<file path="src/rtl/nrr_pkg.sv">
package nrr_pkg;
    typedef enum logic [1:0] {
        PH_NEGO = 2'd0,
        PH_IDLE = 2'd1,
        PH_XFER = 2'd2,
        PH_LOST = 2'd3
    } phase_e;

    typedef enum logic [2:0] {
        ST_WAIT,
        ST_SETTLE,
        ST_IDLE_CHK,
        ST_ACK_WAIT,
        ST_NIB_LO,
        ST_NIB_HI,
        ST_PUSH
    } st_e;

    localparam int SB_BUSY  = 4;
    localparam int SB_PCLK  = 3;
    localparam int SB_ACK   = 2;
    localparam int SB_XFLAG = 1;
    localparam int SB_DAVN  = 0;
    localparam int STAT_W   = 5;
    localparam logic [STAT_W-1:0] STAT_REST = 5'b11101;
endpackage

</file>
<file path="src/rtl/nrr_sync.sv">
module nrr_sync #(
    parameter int W = 5,
    parameter logic [W-1:0] RST = '0
) (
    input  logic         clk,
    input  logic         rst_n,
    input  logic [W-1:0] d_in,
    output logic [W-1:0] d_out
);
    logic [W-1:0] s1_q, s2_q;

    always_ff @(posedge clk or negedge rst_n) begin
        if (!rst_n) begin
            s1_q <= RST;
            s2_q <= RST;
        end else begin
            s1_q <= d_in;
            s2_q <= s1_q;
        end
    end

    assign d_out = s2_q;
endmodule

</file>
<file path="src/rtl/nrr_tick.sv">
module nrr_tick #(
    parameter int LIMIT = 8
) (
    input  logic clk,
    input  logic rst_n,
    input  logic clr,
    input  logic en,
    output logic hit
);
    localparam int W = $clog2(LIMIT + 1);
    logic [W-1:0] c_d, c_q;

    assign hit = (c_q == W'(LIMIT - 1));

    always_comb begin
        c_d = c_q;
        if (clr)
            c_d = '0;
        else if (en && !hit)
            c_d = c_q + 1'b1;
    end

    always_ff @(posedge clk or negedge rst_n) begin
        if (!rst_n) c_q <= '0;
        else        c_q <= c_d;
    end
endmodule

</file>
<file path="src/rtl/nib_rev_rx.sv">
module nib_rev_rx
    import nrr_pkg::*;
#(
    parameter int CNT_W      = 16,
    parameter int TMO_CYC    = 2000,
    parameter int SETTLE_CYC = 100
) (
    input  logic             clk,
    input  logic             rst_n,
    input  logic             start,
    input  logic [CNT_W-1:0] req_count,
    input  logic [4:0]       status_in,
    output logic             host_busy,
    output logic             host_clk,
    output logic             select_in,
    output logic [7:0]       byte_data,
    output logic             byte_valid,
    input  logic             byte_ready,
    output logic             done,
    output logic [CNT_W-1:0] xfer_count,
    output logic             error,
    output logic             term_ok,
    output logic [1:0]       phase
);
    typedef struct packed {
        st_e              st;
        phase_e           ph;
        logic             busy;
        logic [CNT_W-1:0] cnt;
        logic [CNT_W-1:0] req;
        logic [3:0]       lo;
        logic             hi_half;
        logic [7:0]       dat;
        logic             vld;
        logic             done;
        logic             err;
        logic             tok;
    } regs_t;

    regs_t d, q;
    logic [STAT_W-1:0] s;
    logic [3:0]        nib;
    logic [CNT_W-1:0]  cnt_inc;
    logic              tmo_hit, tmo_en, tmo_clr;
    logic              settle_hit;

    nrr_sync #(.W(STAT_W), .RST(STAT_REST)) u_sync (
        .clk(clk), .rst_n(rst_n), .d_in(status_in), .d_out(s)
    );

    assign tmo_en  = (q.st == ST_ACK_WAIT) || (q.st == ST_NIB_LO) || (q.st == ST_NIB_HI);
    assign tmo_clr = !tmo_en || (d.st != q.st);

    nrr_tick #(.LIMIT(TMO_CYC)) u_tmo (
        .clk(clk), .rst_n(rst_n), .clr(tmo_clr), .en(1'b1), .hit(tmo_hit)
    );

    nrr_tick #(.LIMIT(SETTLE_CYC)) u_settle (
        .clk(clk), .rst_n(rst_n), .clr(q.st != ST_SETTLE), .en(1'b1), .hit(settle_hit)
    );

    assign nib     = {~s[SB_BUSY], s[SB_ACK], s[SB_XFLAG], s[SB_DAVN]};
    assign cnt_inc = q.cnt + 1'b1;

    always_comb begin
        d      = q;
        d.done = 1'b0;
        unique case (q.st)
            ST_WAIT: begin
                if (start) begin
                    d.req = req_count;
                    d.cnt = '0;
                    d.err = 1'b0;
                    d.tok = 1'b0;
                    unique case (q.ph)
                        PH_NEGO: begin
                            if (!s[SB_DAVN]) begin
                                d.ph      = PH_XFER;
                                d.busy    = 1'b0;
                                d.hi_half = 1'b0;
                                d.st      = ST_NIB_LO;
                            end else begin
                                d.st = ST_SETTLE;
                            end
                        end
                        PH_IDLE: d.st = ST_IDLE_CHK;
                        PH_XFER: begin
                            d.busy    = 1'b0;
                            d.hi_half = 1'b0;
                            d.st      = ST_NIB_LO;
                        end
                        default: begin
                            d.err  = 1'b1;
                            d.tok  = 1'b0;
                            d.ph   = PH_LOST;
                            d.done = 1'b1;
                        end
                    endcase
                end
            end
            ST_SETTLE: begin
                if (settle_hit) begin
                    d.busy = 1'b0;
                    d.ph   = PH_IDLE;
                    d.st   = ST_IDLE_CHK;
                end
            end
            ST_IDLE_CHK: begin
                if (!s[SB_DAVN]) begin
                    d.busy = 1'b1;
                    d.st   = ST_ACK_WAIT;
                end else if (s[SB_ACK] && !s[SB_XFLAG]) begin
                    d.done = 1'b1;
                    d.st   = ST_WAIT;
                end else begin
                    d.err  = 1'b1;
                    d.tok  = 1'b1;
                    d.ph   = PH_LOST;
                    d.done = 1'b1;
                    d.st   = ST_WAIT;
                end
            end
            ST_ACK_WAIT: begin
                if (!s[SB_ACK]) begin
                    d.ph      = PH_XFER;
                    d.busy    = 1'b0;
                    d.hi_half = 1'b0;
                    d.st      = ST_NIB_LO;
                end else if (tmo_hit) begin
                    d.err  = 1'b1;
                    d.tok  = 1'b1;
                    d.ph   = PH_LOST;
                    d.done = 1'b1;
                    d.st   = ST_WAIT;
                end
            end
            ST_NIB_LO: begin
                if (!s[SB_PCLK]) begin
                    if (q.hi_half) d.dat = {nib, q.lo};
                    else           d.lo  = nib;
                    d.busy = 1'b1;
                    d.st   = ST_NIB_HI;
                end else if (tmo_hit) begin
                    d.err  = 1'b1;
                    d.tok  = 1'b0;
                    d.ph   = PH_LOST;
                    d.done = 1'b1;
                    d.st   = ST_WAIT;
                end
            end
            ST_NIB_HI: begin
                if (s[SB_PCLK]) begin
                    if (q.hi_half) begin
                        d.vld = 1'b1;
                        d.st  = ST_PUSH;
                    end else begin
                        d.hi_half = 1'b1;
                        d.busy    = 1'b0;
                        d.st      = ST_NIB_LO;
                    end
                end else if (tmo_hit) begin
                    d.err  = 1'b1;
                    d.tok  = 1'b0;
                    d.ph   = PH_LOST;
                    d.done = 1'b1;
                    d.st   = ST_WAIT;
                end
            end
            ST_PUSH: begin
                if (byte_ready) begin
                    d.vld = 1'b0;
                    d.cnt = cnt_inc;
                    if (s[SB_DAVN]) begin
                        d.ph   = PH_IDLE;
                        d.busy = 1'b0;
                        d.done = 1'b1;
                        d.st   = ST_WAIT;
                    end else if (cnt_inc == q.req) begin
                        d.done = 1'b1;
                        d.st   = ST_WAIT;
                    end else begin
                        d.busy    = 1'b0;
                        d.hi_half = 1'b0;
                        d.st      = ST_NIB_LO;
                    end
                end
            end
            default: d.st = ST_WAIT;
        endcase
    end

    always_ff @(posedge clk or negedge rst_n) begin
        if (!rst_n) begin
            q      <= '0;
            q.busy <= 1'b1;
        end else begin
            q <= d;
        end
    end

    assign host_busy  = q.busy;
    assign host_clk   = 1'b1;
    assign select_in  = 1'b1;
    assign byte_data  = q.dat;
    assign byte_valid = q.vld;
    assign done       = q.done;
    assign xfer_count = q.cnt;
    assign error      = q.err;
    assign term_ok    = q.tok;
    assign phase      = q.ph;
endmodule

</file>
<file path="config.mk">
export PLATFORM = sky130hd
export DESIGN_NAME = nib_rev_rx
export DESIGN_NICKNAME = d
export VERILOG_FILES = /design/src/rtl/nrr_pkg.sv /design/src/rtl/nrr_sync.sv /design/src/rtl/nrr_tick.sv /design/src/rtl/nib_rev_rx.sv
export SDC_FILE = /design/constraint.sdc
export NUM_CORES = 1
export LEC_CHECK = 0
export BUFFER_PORTS_ARGS = -buffer_cell sky130_fd_sc_hd__buf_4
export CORE_MARGIN = 5
export CORE_UTILIZATION = 53
export DETAILED_ROUTE_END_ITERATION = 16
export PLACE_DENSITY = 0.81
export SYNTH_ARGS = -nofsm -noshare
export SYNTH_HDL_FRONTEND = slang
export SYNTH_HIERARCHICAL = 1
export SYNTH_SLANG_ARGS = --single-unit
</file>
<file path="constraint.sdc">
create_clock -name clk -period 2.5 [get_ports clk]
set_input_delay 0.625 -clock clk [delete_from_list [all_inputs] [get_ports clk]]
set_output_delay 0.625 -clock clk [all_outputs]
set_load 0.005 [all_outputs]
</file>
==> results.py <==
metrics = {
    "yosys": {
        "ys_async_sr_fraction": 1.00,
        "synth-edff-count": 0,
        "netlist_top_cells_area": "dfrtp_1 37%, mux2_2 5.0%, dfstp_2 4.8%, buf_4 4.4%, nand2_1 3.6%",
        "ys_seq_area_frac": 0.422,
        "avgSynthCellArea_um2": 9.59,
        "synth_top_area_share": 0.374,
        "synth_ff_type": "dfrtp_1",
        "yosysUniqueCellTypes": 75,
        "ys_ff_latch": 83,
        "yosysMostFrequentCell": "dfrtp_1",
        "syn_inst": 516,
        "syn_area_um2": 4950,
        "ys_top_cells_by_count": "74 x dfrtp_1, 48 x nand2_1, 38 x nor2_1",
        "ys_warn_count": 6,
        "yosysTopAreaCell": "dfrtp_1",
    },
    "place": {
        "gp_congestion": 0.952,
        "dp_hpwl_um": 8470,
        "place_area_um2": 5540,
        "pre_cts_ws_ns": 0.00353,
        "port_buffers": 55,
    },
    "setup_path": {
        "r2r_cells": 10,
        "crit_required_ns": 2.79,
        "worst_setup_path_start_kind": "register",
        "worstSetupPathType": "register to register",
        "crit_arrival_ns": 2.68,
        "crit_fanout": 4,
        "crit_path_end_kind": "register",
    },
    "detailed_routing": {
        "drt_pass1_iterations": 5,
        "drtAntennaViolNets": 0,
        "vias": 4189,
        "vias_per_cell": 6.04,
        "routed_wl_um": 12000,
        "avgRoutedWirePerCell_um": 17.3,
        "drcViolationCount": 0,
        "drtIter0Drc": 281,
    },
    "timing": {
        "period_minus_slack_ns": 2.39,
        "final-hold-violation-count": 0,
        "finalCritPeriodShare": 0.955,
        "drv_slew": 0,
        "finalSetupViolations": 0,
        "fmax_mhz": 419,
        "tightest_slew_ns": 0.679,
        "layout_setup_ws_ns": 0.113,
        "slew-limit-headroom": 0.547,
        "skew_ns": 0.0153,
    },
    "cts": {
        "clk_pin_slew_ns": 0.09,
        "clock_sinks": 83,
        "cts-root-buf": "clkbuf_8",
        "clk_path_buf_depth": 2,
        "cts-htree-levels": 3,
        "clock_latency_ns": 0.35,
        "cts_made_buffers": 9,
        "tritoncts": "yes",
    },
    "global_routing": {
        "grt_usage": 0.210,
        "grt_max_degree": 43,
        "grt_antenna_before_repair": 0,
        "grt_pass1_wl_um": 19600,
        "overflow": 0,
        "grt_pass1_vias": 4101,
    },
    "layout": {
        "final_nets": 610,
        "areaGrowthSynthToFinish_pct": 17.3,
        "drive_above_1_share": 0.297,
        "post-route-util": 0.634,
        "fillers": 720,
        "diodes": 0,
        "fin_area_um2": 5800,
    },
    "outcome": {
        "status": "complete, no violations",
    },
    "worst_hold_path": {
        "worst_hold_path_type": "primary input to asynchronous set/reset pin",
    },
    "power_and_ir_drop": {
        "ir_drop_uv": 475,
        "p_leak_nw": 2.50,
        "cellPowerDensity_nw_per_um2": 873,
    },
    "die": {
        "dieArea_um2": 11400,
        "rows": 35,
        "fp.dieH_um": 107,
        "coreArea_um2": 9150,
        "pin_count": 58,
        "start_util": 0.541,
        "die_w_um": 107,
    },
    "run": {
        "cap_viol_max_count": 0,
    },
}
## final cells by class
type / count / area, µm² / share of cell area
clock buffer: 11 / 131 / 0.0226
tap: 111 / 139 / 0.0239
sequential: 83 / 2090 / 0.360
timing repair buffer: 98 / 748 / 0.129
clock inverter: 5 / 55.1 / 0.00949
multi-input combinational: 371 / 2590 / 0.446
inverter: 14 / 52.6 / 0.00906
## repair_timing
item	4_1_cts	5_1_grt
hold buffers	0	0
endpoints found under the setup margin	0	7
hold endpoints to repair	0	0
buffers inserted	0	1
resized for setup	0	12
## final timing paths
check | startpoint | to | slack [ns]
max | u_settle/c_q[4] | u_tmo/c_q[9] | 0.11
min | rst_n | phase[0] | 0.26
max reg2reg | u_settle/c_q[4] | u_tmo/c_q[9] | 0.11
min reg2reg | u_sync/s1_q[0] | u_sync/d_out[0] | 0.36
max in group asynchronous | rst_n | u_sync/d_out[2] | 1.53
min in group clk | u_sync/s1_q[0] | u_sync/d_out[0] | 0.36
## placed cells by master (no fill, tap or decap), drive strengths merged, types with 8 or more instances in the layout
| cell | count |
|---|---|
| nor4 | 9 |
| clkbuf | 11 |
| nand2b | 8 |
| a21oi | 15 |
| dfrtp | 74 |
| buf | 98 |
| mux2 | 25 |
| a31oi | 8 |
| nand2 | 49 |
| xor2 | 13 |
| inv | 14 |
| dfstp | 9 |
| nand3 | 17 |
| xnor2 | 20 |
| ha | 8 |
| nand4 | 10 |
| o21ai | 40 |
| nor3 | 8 |
| nor2 | 38 |
## per-layer routing
metal | global-route usage | part of all wire
met1 | 0.287 | 0.44
met2 | 0.337 | 0.49
met5 | 0 | 0
met3 | 0.0325 | 0.060
met4 | 0.0795 | 0.014
## flip-flops by register name (all words and copies together) (netlist names), 2 cells and up
register,count
xfer_count,16
byte_data,8
u_sync/s1_q,5
q,24
u_tmo/c_q,11
phase,2
u_sync/d_out,5
u_settle/c_q,7
## report_power, final
part / total (mW) / switching [mW] / leakage (nW) / internal, mW
combinational: 2.14 / 1.09 / 1.36 / 1.05
sequential: 1.98 / 0.286 / 1.04 / 1.69
clock: 0.949 / 0.489 / 0.0893 / 0.460
## metrics by stage
stage / TNS [ns] / hold WS [ns] / power (mW) / std cells
2_1_floorplan: 0 / 0.329 / 3.43 / 521
3_3_place_gp: 0 / 0.332 / 3.99 / 676
3_5_place_dp: 0 / 0.348 / 4.08 / 676
4_1_cts: 0 / 0.273 / 5.03 / 692
5_1_grt: -0.0651 / 0.295 / 5.42 / 693
6_report: 0 / 0.265 / 5.07 / 693
## logic make-up (layout without fill, tap and decap cells)
family	after synthesis	in the layout	synth area share
flops	83	83	0.422
other cells	1	6	0.000758
xor+xnor	34	34	0.0632
buf+inv	67	128	0.0744
compound gates	107	107	0.143
simple gates	187	187	0.212
mux	29	29	0.0650
fa+ha+maj	8	8	0.0202
## worst max-delay path: stages (launching register included)
cell	delay (ns)
dfrtp_1	0.41
nand2b_1	0.19
nor4_2	0.24
buf_4	0.17
o22ai_1	0.09
a211oi_2	0.27
xnor2_1	0.15
a31o_1	0.16
o31ai_1	0.07
or4_1	0.51
nand2_1	0.08
No activity file was read; power rests on OpenSTA's default activity.
